<file path="src/rtl/tdm_rx_pkg.sv">
package tdm_rx_pkg;

    // Placement of the stuffed idle slots inside the highway frame
    typedef enum logic {
        PLACE_GROUPED = 1'b0,
        PLACE_SPREAD  = 1'b1
    } idle_place_e;

    // Clock edge used to take each highway data bit
    typedef enum logic {
        EDGE_RISE = 1'b0,
        EDGE_FALL = 1'b1
    } sample_edge_e;

endpackage

</file>
<file path="src/rtl/tdm_rx_edge_sampler.sv">
module tdm_rx_edge_sampler
    import tdm_rx_pkg::*;
(
    input  logic clk,
    input  logic rst_n,
    input  logic din,
    input  logic sel_fall,
    output logic bit_o
);

    logic fall_d, fall_q;

    always_comb begin
        fall_d = din;
        bit_o  = (sample_edge_e'(sel_fall) == EDGE_FALL) ? fall_q : din;
    end

    // Half-cycle capture: holds the level seen at the falling edge
    always_ff @(negedge clk or negedge rst_n) begin
        if (!rst_n) fall_q <= 1'b0;
        else        fall_q <= fall_d;
    end

endmodule

</file>
<file path="src/rtl/tdm_rx_frame_timer.sv">
module tdm_rx_frame_timer #(
    parameter int FRAME_BITS = 256,
    parameter int POS_W      = 8
) (
    input  logic             clk,
    input  logic             rst_n,
    input  logic             fsync,
    output logic [POS_W-1:0] pos,
    output logic             live,
    output logic             realign,
    output logic             locked,
    output logic             misalign
);

    localparam logic [POS_W-1:0] LAST_POS = POS_W'(FRAME_BITS - 1);

    typedef struct packed {
        logic [POS_W-1:0] cnt;
        logic             locked;
        logic             misalign;
    } tmr_t;

    tmr_t tmr_d, tmr_q;

    always_comb begin
        pos     = fsync ? '0 : tmr_q.cnt;
        realign = fsync && tmr_q.locked && (tmr_q.cnt != '0);
        live    = tmr_q.locked || fsync;

        tmr_d          = tmr_q;
        tmr_d.cnt      = (pos == LAST_POS) ? '0 : pos + 1'b1;
        tmr_d.locked   = tmr_q.locked || fsync;
        tmr_d.misalign = tmr_q.misalign || realign;

        locked   = tmr_q.locked;
        misalign = tmr_q.misalign;
    end

    always_ff @(posedge clk or negedge rst_n) begin
        if (!rst_n) tmr_q <= '0;
        else        tmr_q <= tmr_d;
    end

    // the running count wraps to zero after the last frame position
    p_cnt_wrap_r2: assert property (@(posedge clk) disable iff (!rst_n)
        (tmr_q.locked && !fsync && tmr_q.cnt == LAST_POS) |=> (tmr_q.cnt == '0));

    // once locked, the timer stays locked until reset
    p_lock_hold_r8: assert property (@(posedge clk) disable iff (!rst_n)
        tmr_q.locked |=> tmr_q.locked);

    // a misplaced sync raises the flag, which then never drops
    p_flag_set_r9: assert property (@(posedge clk) disable iff (!rst_n)
        realign |=> misalign);
    p_flag_sticky_r9: assert property (@(posedge clk) disable iff (!rst_n)
        misalign |=> misalign);

endmodule

</file>
<file path="src/rtl/tdm_rx_slot_map.sv">
module tdm_rx_slot_map
    import tdm_rx_pkg::*;
#(
    parameter int SLOTS    = 32,
    parameter int CHANNELS = 24,
    parameter int SLOT_W   = 5,
    parameter int CH_W     = 5,
    parameter int STRIDE   = 4,
    parameter int START_W  = 2
) (
    input  logic [SLOT_W-1:0]  slot,
    input  logic               spread,
    input  logic [START_W-1:0] start,
    output logic               idle,
    output logic [CH_W-1:0]    chan
);

    logic spread_hit;
    int   skipped;

    generate
        if (STRIDE > 1 && (STRIDE & (STRIDE - 1)) == 0) begin : g_pow2
            // Power-of-two stride: the phase is just the low slot bits
            always_comb spread_hit = (slot[START_W-1:0] == start);
        end else begin : g_mod
            always_comb spread_hit = ((int'(slot) % STRIDE) == int'(start));
        end
    endgenerate

    always_comb begin
        // Idle slots strictly before this one in the spread placement
        skipped = (int'(slot) + STRIDE - 1 - int'(start)) / STRIDE;
        if (idle_place_e'(spread) == PLACE_SPREAD) begin
            idle = spread_hit;
            chan = CH_W'(int'(slot) - skipped);
        end else begin
            idle = (int'(slot) >= CHANNELS);
            chan = CH_W'(slot);
        end
    end

endmodule

</file>
<file path="src/rtl/tdm_rx_slot_extractor.sv">
module tdm_rx_slot_extractor
    import tdm_rx_pkg::*;
#(
    parameter  int SLOTS      = 32,
    parameter  int SLOT_BITS  = 8,
    parameter  int CHANNELS   = 24,
    localparam int FRAME_BITS = SLOTS * SLOT_BITS,
    localparam int POS_W      = $clog2(FRAME_BITS),
    localparam int BIT_W      = $clog2(SLOT_BITS),
    localparam int SLOT_W     = $clog2(SLOTS),
    localparam int CH_W       = $clog2(CHANNELS),
    localparam int STRIDE     = SLOTS / (SLOTS - CHANNELS),
    localparam int START_W    = (STRIDE > 1) ? $clog2(STRIDE) : 1
) (
    input  logic                 clk,
    input  logic                 rst_n,
    input  logic                 fsync,
    input  logic                 rx_data,
    input  logic                 cfg_fall_edge,
    input  logic                 cfg_spread,
    input  logic [START_W-1:0]   cfg_idle_start,
    input  logic [POS_W-1:0]     cfg_offset,
    input  logic [SLOTS-1:0]     cfg_slot_en,
    output logic [SLOT_BITS-1:0] ch_byte,
    output logic [CH_W-1:0]      ch_idx,
    output logic                 ch_valid,
    output logic                 misalign
);

    typedef struct packed {
        logic [SLOT_BITS-2:0] shreg;
        logic                 armed;
        logic                 valid;
        logic [SLOT_BITS-1:0] data;
        logic [CH_W-1:0]      idx;
    } rx_state_t;

    rx_state_t st_d, st_q;

    logic                 bit_s;
    logic [POS_W-1:0]     pos;
    logic                 live, realign, locked;
    logic [POS_W-1:0]     data_pos;
    logic [SLOT_W-1:0]    slot;
    logic [BIT_W-1:0]     bidx;
    logic                 slot_idle;
    logic [CH_W-1:0]      slot_chan;
    logic                 last_bit;
    logic                 emit;
    logic [SLOT_BITS-1:0] byte_now;

    tdm_rx_edge_sampler u_sampler (
        .clk      (clk),
        .rst_n    (rst_n),
        .din      (rx_data),
        .sel_fall (cfg_fall_edge),
        .bit_o    (bit_s)
    );

    tdm_rx_frame_timer #(
        .FRAME_BITS (FRAME_BITS),
        .POS_W      (POS_W)
    ) u_timer (
        .clk      (clk),
        .rst_n    (rst_n),
        .fsync    (fsync),
        .pos      (pos),
        .live     (live),
        .realign  (realign),
        .locked   (locked),
        .misalign (misalign)
    );

    tdm_rx_slot_map #(
        .SLOTS    (SLOTS),
        .CHANNELS (CHANNELS),
        .SLOT_W   (SLOT_W),
        .CH_W     (CH_W),
        .STRIDE   (STRIDE),
        .START_W  (START_W)
    ) u_map (
        .slot   (slot),
        .spread (cfg_spread),
        .start  (cfg_idle_start),
        .idle   (slot_idle),
        .chan   (slot_chan)
    );

    always_comb begin
        // Position within the data frame; wraps when slot 31 straddles sync
        data_pos = pos - cfg_offset;
        slot     = data_pos[POS_W-1:BIT_W];
        bidx     = data_pos[BIT_W-1:0];
        last_bit = (bidx == BIT_W'(SLOT_BITS - 1));
        byte_now = {st_q.shreg, bit_s};

        emit = st_q.armed && live && !realign && last_bit
            && !slot_idle && cfg_slot_en[slot];

        st_d       = st_q;
        st_d.shreg = byte_now[SLOT_BITS-2:0];
        st_d.valid = emit;
        if (realign) st_d.armed = (data_pos == '0);
        else         st_d.armed = st_q.armed || (live && data_pos == '0);
        if (emit) begin
            st_d.data = byte_now;
            st_d.idx  = slot_chan;
        end

        ch_byte  = st_q.data;
        ch_idx   = st_q.idx;
        ch_valid = st_q.valid;
    end

    always_ff @(posedge clk or negedge rst_n) begin
        if (!rst_n) st_q <= '0;
        else        st_q <= st_d;
    end

    // bytes are at least eight bits apart, so the strobe never stretches
    p_valid_pulse_r1: assert property (@(posedge clk) disable iff (!rst_n)
        ch_valid |=> !ch_valid);

    // the presented channel number is always a real channel
    p_chan_range_r5: assert property (@(posedge clk) disable iff (!rst_n)
        ch_valid |-> (ch_idx < CH_W'(CHANNELS)));

    // completing an idle slot never yields a strobe
    p_idle_dropped_r6: assert property (@(posedge clk) disable iff (!rst_n)
        (live && last_bit && slot_idle) |=> !ch_valid);

    // completing a masked-off slot never yields a strobe
    p_mask_dropped_r7: assert property (@(posedge clk) disable iff (!rst_n)
        (last_bit && !cfg_slot_en[slot]) |=> !ch_valid);

    // no output is ever seen before the timer has locked
    p_needs_lock_r8: assert property (@(posedge clk) disable iff (!rst_n)
        ch_valid |-> locked);

endmodule

</file>
<file path="config.mk">
export PLATFORM = sky130hd
export DESIGN_NAME = tdm_rx_slot_extractor
export DESIGN_NICKNAME = d
export VERILOG_FILES = /design/src/rtl/tdm_rx_pkg.sv /design/src/rtl/tdm_rx_edge_sampler.sv /design/src/rtl/tdm_rx_frame_timer.sv /design/src/rtl/tdm_rx_slot_map.sv /design/src/rtl/tdm_rx_slot_extractor.sv
export SDC_FILE = /design/constraint.sdc
export NUM_CORES = 1
export LEC_CHECK = 0
export BUFFER_PORTS_ARGS = -buffer_cell sky130_fd_sc_hd__buf_2
export CELL_PAD_IN_SITES_DETAIL_PLACEMENT = 0
export CELL_PAD_IN_SITES_GLOBAL_PLACEMENT = 2
export CORE_ASPECT_RATIO = 2
export CORE_MARGIN = 8
export CORE_UTILIZATION = 34
export DETAILED_ROUTE_END_ITERATION = 6
export GPL_TIMING_DRIVEN = 0
export PLACE_DENSITY = 0.8
export SLEW_MARGIN = 20
export SYNTH_ARGS = -nofsm -noshare
export SYNTH_HDL_FRONTEND = slang
export SYNTH_SLANG_ARGS = --single-unit
</file>
<file path="constraint.sdc">
create_clock -name clk -period 5.9 [get_ports clk]
set_clock_uncertainty 0.05 [all_clocks]
set_input_delay 0.295 -clock clk [delete_from_list [all_inputs] [get_ports clk]]
set_output_delay 0.295 -clock clk [all_outputs]
set_load 0.03 [all_outputs]
</file>
### Word-level counts from Yosys, hierarchy flattened

Cells that the tools add are included.

| storage, ports and cells | value |
|---|---|
| flip-flop bits (word level) | 33 |
| input bits | 48 |
| output and inout port bits | 15 |

| operators by class | value |
|---|---|
| add/sub/neg operators | 7 |
| $lt $le $gt $ge | 2 |
| equality and inequality tests | 3 |
| muxes and demuxes | 8 |
| bitwise logic cells | 1 |
| reductions and logical operators | 16 |

Operators by type and width:

| kind | number |
|---|---|
| subtractor 32 x 2 -> 32 bit, second input constant | 1 |
| subtractor 32 x 3 -> 32 bit | 1 |
| 2-to-1 mux 8 bit | 2 |
| adder 8 x 1 -> 8 bit, second input constant | 1 |
| == test 8 bit, second input constant | 1 |
| logical AND 1 bit | 8 |
| zero test 8 bit | 1 |
| nonzero test 8 bit | 1 |
| subtractor 8 bit | 1 |
| adder 5 x 3 -> 6 bit, second input constant | 1 |
| < comparator 5 x 6 -> 1 bit, second input constant | 1 |
| adder 5 x 1 -> 5 bit | 1 |
| binary-select mux 1 bit (select 5 bit) | 1 |
| greater-or-equal comparator 5 bit, second input constant | 1 |
| 2-to-1 mux 5 bit | 1 |
| subtractor 5 bit | 1 |
| 2-to-1 mux 1 bit | 4 |
| == test 3 bit, second input constant | 1 |
| logical OR 1 bit | 3 |
| == test 2 bit | 1 |
| zero test 1 bit | 2 |
| OR reduction 2 bit | 1 |
| AND 1 bit | 1 |

### Depth between registers and ports, before layout

Gate-level depths: netlist (run 1).

| depth | value |
|---|---|
| depth in word-level cells | 10 |
| mapped depth | 24 |

### Modules after synthesis

From an unflattened synthesis (run 1), not the netlist that was laid out.

| unflattened totals | value |
|---|---|
| cell total of the unflattened synthesis | 354 |
| area total of the unflattened synthesis | 3226.8 um2 |

Modules (own cells, without submodules):

| module | instances | cells an instance | area an instance (um2) |
|---|---|---|---|
| tdm_rx_slot_extractor | 1 | 231 | 2159.6 |
| tdm_rx_slot_map | 1 | 72 | 524.3 |
| tdm_rx_frame_timer | 1 | 49 | 503.0 |
| tdm_rx_edge_sampler | 1 | 2 | 40.0 |

==> impl_metrics.ini, run 1 <==
[critical_path]
arrival_ps = 5650
cp_num_buf_inv = 3
path_delay_family = simple AND/OR/NAND/NOR gates
worstPathMaxFanout = 10
path_class = register to register
reg2reg_from = u_timer.tmr_q[3]$_DFF_PN0_
regToRegEndpoint = ch_idx[4]$_DFFE_PN0P_
crit_chain = nor2b_1, ha_1, nor2b_4, o2111ai_1, and3b_2, xor2_4, inv_1, clkbuf_1, ha_1, nor2b_1, nand2_1, nor4_2, fa_1, inv_1, fa_1, nor2_2, nand4_1, a22oi_1, a2111oi_2, xor2_1, mux2_2, mux2_4
worstPathRequired_ps = 6010
cp-start-kind = register
ff2ff_setup_slack_ps = 370
endpoint = ch_idx[4]$_DFFE_PN0P_
critical_path.slowest_cell = fa_1
setup.worst_path.end_class = register
r2r_cells = 22
slowest_delay_ps = 430
startpoint = u_timer.tmr_q[3]$_DFF_PN0_
cp_num_cells = 22

[grt]
grt_usage_pct = 11.6
first_global_vias = 2090
grt_pass1_wl_microns = 9960
grt_overflow_total = 0
grt_max_degree = 34
antenna_found_initial = 0

[clock_tree]
cts_tree = done
clockBufferDepth = 2
cts-root-buf = clkbuf_16
cts_resized = 0
post-cts-setup-buffer-count = 0
cts_made_buffers = 5
clock_latency_ps = 300
path_clk_slew_ps = 50
clock_sinks = 33
postCtsHoldBufs = 0
h-tree-depth = 2

[yosys]
ys_seq_elements = 33
synth_ff_type = dfrtp_1
synth.distinct_cells = 53
ys_top_cells_by_area = dfrtp_1 31%, mux4_2 6.2%, ha_1 5.9%
netlist_area_sq_um = 2540
synth_top_area_share_pct = 31.5
syn_inst = 237
synthArstFlopShare_pct = 100
synth-seq-area-share_pct = 32.5
synth_largest_area_cell = dfrtp_1
avgSynthCellArea_sq_um = 10.7
synth-edff-count = 0
yosysWarnings = 0
syn_nets = 301

[timing]
fmax_mhz = 181
worst_hold_slack_ps = 11.3
finalCritPeriodShare_pct = 93.8
hold_viol_final = 0
fin_crit_ps = 5530
rsz0062_at_grt = false
worst_pin_slew_ps = 709
maxSlewHeadroom_pct = 52.7
finalSetupViolations = 0
maxSlewViolCount = 0

[pwr]
internal_power_uw = 531
swShare_pct = 28.7
p_clk_share_pct = 36.0
p_leak_nw = 1.57
pwr-share-comb_pct = 31.3
p_switching_uw = 213
powerDensity_nw_per_um2 = 236
vdd.ir_drop.worst_v = 0.000104
seqPwrFrac_pct = 32.6

[floorplanning]
chipWidth_microns = 77.2
dieArea_sq_um = 10700
core-area_sq_um = 7270
io_pins = 63
die_h_microns = 138
start_util_pct = 35.0
core.rowCount = 44

[detailed_routing]
num_vias = 1942
drtAntennaViolNets = 0
wl_per_cell_microns = 14.9
drtIter0Drc = 52
drt-pass1-iter-count = 4
via_per_inst = 4.88
drc = 0
routed_wl_microns = 5920

[final_layout]
layout-drive-gt1-share_pct = 40.8
final_util_pct = 43.4
area_growth_pct = 23.9
post-route-cell-area_sq_um = 3150
antennaDiodeCount = 0
nFillCells = 763
nets = 369

[place]
dp_hpwl_microns = 4930
io_buffers = 61
place_congestion = 0.786
place_area_sq_um = 2960

[run]
drv_cap = 0

[worst_hold_path]
hold_path_class = input pin to asynchronous set/reset pin

[status]
outcome = completed
final cells by class:
cell class,instances,area (sq um),area share (%)
inverters,20,75.1,2.38
repair buffers,61,305,9.69
plain buffers,20,149,4.73
flip-flops and latches,33,826,26.2
clock inverters,1,5.00,0.159
multi-input cells,164,1520,48.3
clock buffers,7,153,4.85
well taps,92,115,3.65
how the worst min path moves through the flow:
| stage | to | slack [ps] |
|---|---|---|
| floorplan | byte_now[1]$_DFF_PN0_ | -50 |
| global placement | byte_now[2]$_DFF_PN0_ | 310 |
| detailed placement | byte_now[4]$_DFF_PN0_ | 320 |
| CTS | u_timer.tmr_q[4]$_DFF_PN0_ | 50 |
| global route | u_timer.tmr_q[4]$_DFF_PN0_ | 80 |
| finish | u_timer.tmr_q[4]$_DFF_PN0_ | 10 |
cell usage in the layout, fill, tap and decap left out, types with 3 or more instances in the layout:
cell type,synthesis,final
mux2_4,8,8
dfrtp_1,32,32
nor2_1,14,13
nand3_1,3,3
mux2_2,8,8
fa_1,4,4
a21oi_1,11,10
nand4_1,3,3
mux4_2,7,7
xnor2_1,10,10
nor3_1,3,3
buf_2,2,62
mux2i_1,3,3
and3_1,3,3
clkbuf_16,0,5
nand2_1,11,11
o31ai_1,4,4
nand2b_1,5,5
nor2b_1,8,8
o21ai_0,8,8
buf_4,13,13
inv_1,20,20
ha_1,12,12
xor2_1,6,6
metrics by stage:
step                      total power [mW]  setup TNS, ps  worst slack [ps]  cells
after floorplan                      0.416              0               793    237
after CTS                            0.754              0              44.9    398
final                                0.744              0               366    398
after global placement               0.474           -181              -181    390
after detailed placement             0.480           -215              -215    390
after global routing                 0.795              0              17.8    398
metal layers:
metal / global-route usage, % / routed length (microns) / vias up
met5: 0 / 0 / -
met2: 20.8 / 3140 / 59
li1: - / - / 958
met4: 6.31 / 153 / 0
met3: 3.38 / 356 / 9
met1: 11.3 / 2270 / 916
logic make-up after synthesis:
kind of cell | synth area share, %
compound gates | 9.69
simple gates | 14.5
buf+inv | 8.66
mux | 17.7
flops | 32.5
fa+ha+maj | 9.05
xor+xnor | 7.92
state kept, by name, summed over array words and instances (netlist names):
register          flops
byte_now              7
ch_idx                5
ch_valid              1
u_sampler.fall_q      1
u_timer.tmr_q         8
u_timer.locked        1
st_q                  1
ch_byte               8
u_timer.misalign      1
power groups by stage:
stage,Clock [mW],Combinational (mW),Sequential (mW)
4_1_cts,0.277,0.234,0.243
6_report,0.268,0.233,0.243
2_1_floorplan,0,0.172,0.245
3_5_place_dp,0,0.233,0.247
3_3_place_gp,0,0.228,0.247
5_1_grt,0.289,0.262,0.244
cell usage after synthesis, drive strengths merged (2+ instances only):
cell type	instances
xor2	7
o31ai	4
clkbuf	2
nor3	3
a21oi	11
xnor3	2
fa	4
nand2b	5
nor2	14
and4	2
mux4	9
ha	12
xnor2	10
o211ai	2
nor4	3
nor2b	9
inv	20
buf	18
or4	2
or2	2
nand2	12
nand4	3
and3	4
o21ai	9
mux2i	3
dfrtp	32
mux2	16
nand3	3
Power figures use the tool's default switching activity.
==> run 2: changes to the inputs <==
Settings changed: PLACE_DENSITY 0.8 to not set, PLACE_DENSITY_LB_ADDON set to 0.1.
==> run 2 against run 1 <==
Wire length rose by 5.7%. First-iteration DRC count up 58%. Clock power down 7%. Via count is 0.77% lower. Critical path depth stayed put. Global-route usage is 0.70 points higher. Critical path type unchanged. Sequential cell count unchanged. Sequential share of layout area rose by 0.084 points. Count of clock-buffer cells in the layout decreased by 2. Sequential power about the same.
==> impl_metrics.ini, run 2 (same netlist as run 1, synthesis figures left out) <==
[status]
outcome = completed

[floorplanning]
core.rowCount = 44
io_pins = 63
dieArea_sq_um = 10700
die_h_microns = 138
start_util_pct = 35.0
core-area_sq_um = 7270
chipWidth_microns = 77.2

[clock_tree]
clockBufferDepth = 2
path_clk_slew_ps = 50
clock_latency_ps = 300
cts-root-buf = clkbuf_16
clock_sinks = 33
h-tree-depth = 2
cts_made_buffers = 5
cts_tree = done

[grt]
antenna_found_initial = 0
use_met3_pct = 1.95
use_met2_pct = 24.1
grt_max_degree = 34
grt_pass1_wl_microns = 10500
grt_usage_pct = 12.3
grt_overflow_total = 0
first_global_vias = 2174
grt-busiest-layer = met2
use_met1_pct = 11.7

[critical_path]
setup.worst_path.end_class = register
worstPathMaxFanout = 10
arrival_ps = 5670
startpoint = u_timer.tmr_q[5]$_DFF_PN0_
worstPathRequired_ps = 6010
cp-start-kind = register
endpoint = ch_idx[4]$_DFFE_PN0P_
regToRegEndpoint = ch_idx[4]$_DFFE_PN0P_
path_class = register to register
reg2reg_from = u_timer.tmr_q[5]$_DFF_PN0_
ff2ff_setup_slack_ps = 340
r2r_cells = 22

[final_layout]
final_util_pct = 43.2
layout-drive-gt1-share_pct = 41.2
antennaDiodeCount = 0
final_common_cell = buf_2
nets = 369
nFillCells = 790
final_cell_mix = 62 x buf_2, 32 x dfrtp_1, 20 x inv_1
ff_latch_area_sq_um = 826
area_growth_pct = 23.5
multi_input_area_sq_um = 1530

[worst_hold_path]
hold_path_class = input pin to asynchronous set/reset pin

[pwr]
p_switching_uw = 218
swShare_pct = 30.1
vdd.ir_drop.worst_v = 0.000147
powerDensity_nw_per_um2 = 231
internal_power_uw = 506
totalPowerFinal_uw = 724
p_clk_share_pct = 34.4
p_leak_nw = 1.56
seqPwrFrac_pct = 33.5
pwr-share-comb_pct = 32.1

[timing]
worst_pin_slew_ps = 729
worst_hold_slack_ps = 21.8
finalSetupViolations = 0
finalCritPeriodShare_pct = 94.2
tns_ps = 0
fin_crit_ps = 5560
hold_viol_final = 0
maxSlewHeadroom_pct = 51.4
fmax_mhz = 180
rsz0062_at_grt = false
maxSlewViolCount = 0

[place]
place_congestion = 0.803
dp_hpwl_microns = 5330
io_buffers = 61

[detailed_routing]
wl_per_cell_microns = 15.7
drtIter0Drc = 82
num_vias = 1927
drt-pass1-iter-count = 4
drc = 0
routed_wl_microns = 6260
via_per_inst = 4.84
drtAntennaViolNets = 0

[run]
drv_cap = 0
-- run 2: worst min-delay path by stage --
stage | depth (start not counted) | startpoint | endpoint | slack, ps
after global routing | 1 | rst_n | u_timer.tmr_q[2]$_DFF_PN0_ | 100
after CTS | 1 | rst_n | u_timer.tmr_q[2]$_DFF_PN0_ | 60
after floorplan | 0 | rst_n | byte_now[1]$_DFF_PN0_ | -50
after detailed placement | 0 | byte_now[5]$_DFF_PN0_ | byte_now[6]$_DFF_PN0_ | 320
after global placement | 0 | byte_now[1]$_DFF_PN0_ | byte_now[2]$_DFF_PN0_ | 310
final | 1 | rst_n | u_timer.tmr_q[2]$_DFF_PN0_ | 20
-- run 2: power groups by stage --
stage,Clock [mW],Sequential [mW],Combinational [mW]
finish,0.249,0.243,0.233
global route,0.265,0.244,0.260
CTS,0.256,0.243,0.236
detailed placement,0,0.247,0.233
global placement,0,0.247,0.233
floorplan,0,0.245,0.172
-- run 2: worst max-delay path, stage by stage (launching register included) --
cell	delay [ps]
dfrtp_1	360
nor2b_1	260
ha_1	330
and3_1	160
a21oi_1	230
and3b_2	300
xor2_4	250
inv_1	180
clkbuf_2	230
ha_1	350
nor2b_1	230
nand2_1	140
nor4_2	290
fa_1	230
inv_1	60
fa_1	420
nor2_1	210
nand4_1	120
a22oi_1	240
a2111oi_2	80
xor2_1	150
mux2_2	290
mux2_4	260
-- run 2: metrics by stage --
stage          setup slack (ps)  cells  instance area (sq um)
2_1_floorplan               793    237                   2540
3_3_place_gp               -389    390                   2960
3_5_place_dp               -312    390                   2960
4_1_cts                    58.0    398                   3110
5_1_grt                    12.5    398                   3140
6_report                    341    398                   3140
-- run 2: per-layer routing --
| layer | up-vias | routed length, microns |
|---|---|---|
| li1 | 964 | - |
| met1 | 917 | 2220 |
| met2 | 39 | 3690 |
| met3 | 7 | 206 |
| met4 | 0 | 137 |
| met5 | - | 0 |
-- run 2: repair_timing --
| action | CTS | global route |
|---|---|---|
| resized for setup | 2 | 7 |
| hold buffers | 0 | 0 |
| gates cloned | 0 | 0 |
| setup endpoints to repair | 1 | 1 |
| buffers inserted | 0 | 0 |
-- run 2: final cells by class --
cell class              instances  share of cell area, %
well taps                      92                   3.67
clock buffers                   5                   3.98
flip-flops and latches         33                   26.3
clock inverters                 3                  0.558
plain buffers                  20                   4.78
inverters                      20                   2.39
multi-input cells             164                   48.6
repair buffers                 61                   9.72
==> run 3: changes to the inputs <==
Settings changed: CELL_PAD_IN_SITES_DETAIL_PLACEMENT 0 to 1, CELL_PAD_IN_SITES_GLOBAL_PLACEMENT 2 to 1, CORE_UTILIZATION 34 to 42.
==> run 3 against run 2 <==
Combinational power is 2% higher. Die area is 16% lower. Clock power is 19% higher. Critical path depth is 3 higher. Register-to-register slack better by 99 ps. Worst setup slack better by 93 ps. Total power is 7.4% higher. Count of clock-buffer cells in the layout is 2 higher. Via count is 2.3% higher. Highest routed layer unchanged.
==> impl_metrics.ini, run 3 (same netlist as run 1, synthesis figures left out) <==
[timing]
fmax_mhz = 183
hold_viol_final = 0
finalCritPeriodShare_pct = 92.6
maxSlewHeadroom_pct = 52.2
finalSetupViolations = 0
fin_crit_ps = 5470
maxSlewViolCount = 0
worst_pin_slew_ps = 716
rsz0062_at_grt = false
worst_slack_ps = 434

[detailed_routing]
drt-pass1-iter-count = 4
drtIter0Drc = 104
drc = 0
highest_layer = met4
met1_length_microns = 2250
wl_per_cell_microns = 17.1
routed_wl_microns = 6300
route.met2.wl_microns = 3600
via_per_inst = 5.34
num_vias = 1972
wl_met3_microns = 338
drtAntennaViolNets = 0

[critical_path]
setup.worst_path.end_class = register
crit_top_cell = fa_1
critical_path.slowest_cell = fa_1
reg2reg_from = u_timer.tmr_q[2]$_DFF_PN0_
worstPathMaxFanout = 12
startpoint = fsync
slowest_delay_ps = 410
arrival_ps = 5570
cp-start-kind = input pin
worstPathRequired_ps = 6010
path_class = input pin to register

[final_layout]
layout-drive-gt1-share_pct = 41.2
final_common_cell = buf_2
area_growth_pct = 24.0
final_cell_mix = 61 x buf_2, 32 x dfrtp_1, 20 x inv_1
post-route-cell-area_sq_um = 3150
nets = 369
antennaDiodeCount = 0

[grt]
antenna_found_initial = 0
grt_usage_pct = 14.4
grt_max_degree = 34
grt_overflow_total = 0
first_global_vias = 2280
grt_pass1_wl_microns = 10300

[floorplanning]
core-area_sq_um = 5960
start_util_pct = 42.7
dieArea_sq_um = 8950
die_h_microns = 126
io_pins = 63
chipWidth_microns = 71.0
core.rowCount = 40

[clock_tree]
cts_tree = done
clock_latency_ps = 290
postCtsHoldBufs = 0
clockBufferDepth = 2
clock_sinks = 33
h-tree-depth = 2
cts_resized = 0
cts-root-buf = clkbuf_16
cts_made_buffers = 5
post-cts-setup-buffer-count = 0
path_clk_slew_ps = 50

[place]
io_buffers = 61
dp_hpwl_microns = 5260
place_congestion = 0.789
place_ws_ps = -244
place_area_sq_um = 2930

[pwr]
p_switching_uw = 214
p_clk_share_pct = 38.1
totalPowerFinal_uw = 778
seqPwrFrac_pct = 31.3
swShare_pct = 27.5
internal_power_uw = 564
p_leak_nw = 1.58
vdd.ir_drop.worst_v = 0.000111
pwr-share-comb_pct = 30.6
powerDensity_nw_per_um2 = 247

[worst_hold_path]
hold_path_class = input pin to asynchronous set/reset pin

[status]
outcome = completed

[run]
drv_cap = 0
==> run 3: changes by cell type in the layout (fill, tap and decap cells not counted), sizes merged <==
cell / previous run / this run
clkbuf: 8 / 11
bufinv: 0 / 1
clkinvlp: 1 / 0
clkinv: 2 / 0
buf: 78 / 77
==> run 3: critical path, delay by kind of cell <==
kind | cells | cell delay [ps]
xor gates and xnor gates | 1 | 150
AOI/OAI and AO/OA | 4 | 700
muxes | 2 | 540
buffers and inverters | 4 | 660
adders and majority gates | 5 | 1560
and+or+nand+nor | 9 | 1650
==> run 3: layer usage <==
metal	vias to the layer above	global-route usage, %
met5	-	0
met4	0	6.18
met3	7	3.66
met2	57	28.2
met1	950	13.2
li1	958	-
==> run 3: final cells by class <==
| class | count | area, sq um |
|---|---|---|
| fillers | 691 | 2800 |
| clock inverters | 1 | 30.0 |
| clock buffers | 7 | 143 |
| repair buffers | 61 | 305 |
| flip-flops and latches | 33 | 826 |
| multi-input cells | 164 | 1540 |
| well taps | 63 | 78.8 |
| plain buffers | 20 | 151 |
| inverters | 20 | 75.1 |
==> run 3: power by group through the flow <==
stage	registers (mW)	clock network [mW]	logic [mW]
6_report	0.243	0.296	0.238
5_1_grt	0.244	0.309	0.264
4_1_cts	0.243	0.302	0.236
3_5_place_dp	0.247	0	0.235
3_3_place_gp	0.247	0	0.228
2_1_floorplan	0.245	0	0.172
==> run 3: worst paths after layout <==
| path | endpoint | slack, ps | depth (start not counted) |
|---|---|---|---|
| worst max-delay path | ch_idx[4]$_DFFE_PN0P_ | 430 | 25 |
| worst min-delay path | u_timer.tmr_q[4]$_DFF_PN0_ | 30 | 1 |
| worst max register to register | ch_idx[4]$_DFFE_PN0P_ | 440 | 23 |
| worst min register to register | byte_now[4]$_DFF_PN0_ | 330 | 0 |
| max in group asynchronous | u_sampler.fall_q$_DFF_NN0_ | 2470 | 1 |
| min in group clk | byte_now[1]$_DFF_PN0_ | 250 | 2 |
==> run 3: through the flow <==
| stage | hold slack [ps] | instances | TNS (ps) | utilization [%] |
|---|---|---|---|---|
| floorplan | -50.6 | 237 | 0 | - |
| global placement | 316 | 361 | -166 | 49.2 |
| detailed placement | 323 | 361 | -244 | 49.2 |
| CTS | 50.8 | 369 | 0 | 52.1 |
| global route | 98.0 | 369 | 0 | 52.9 |
| finish | 26.3 | 369 | 0 | 52.9 |
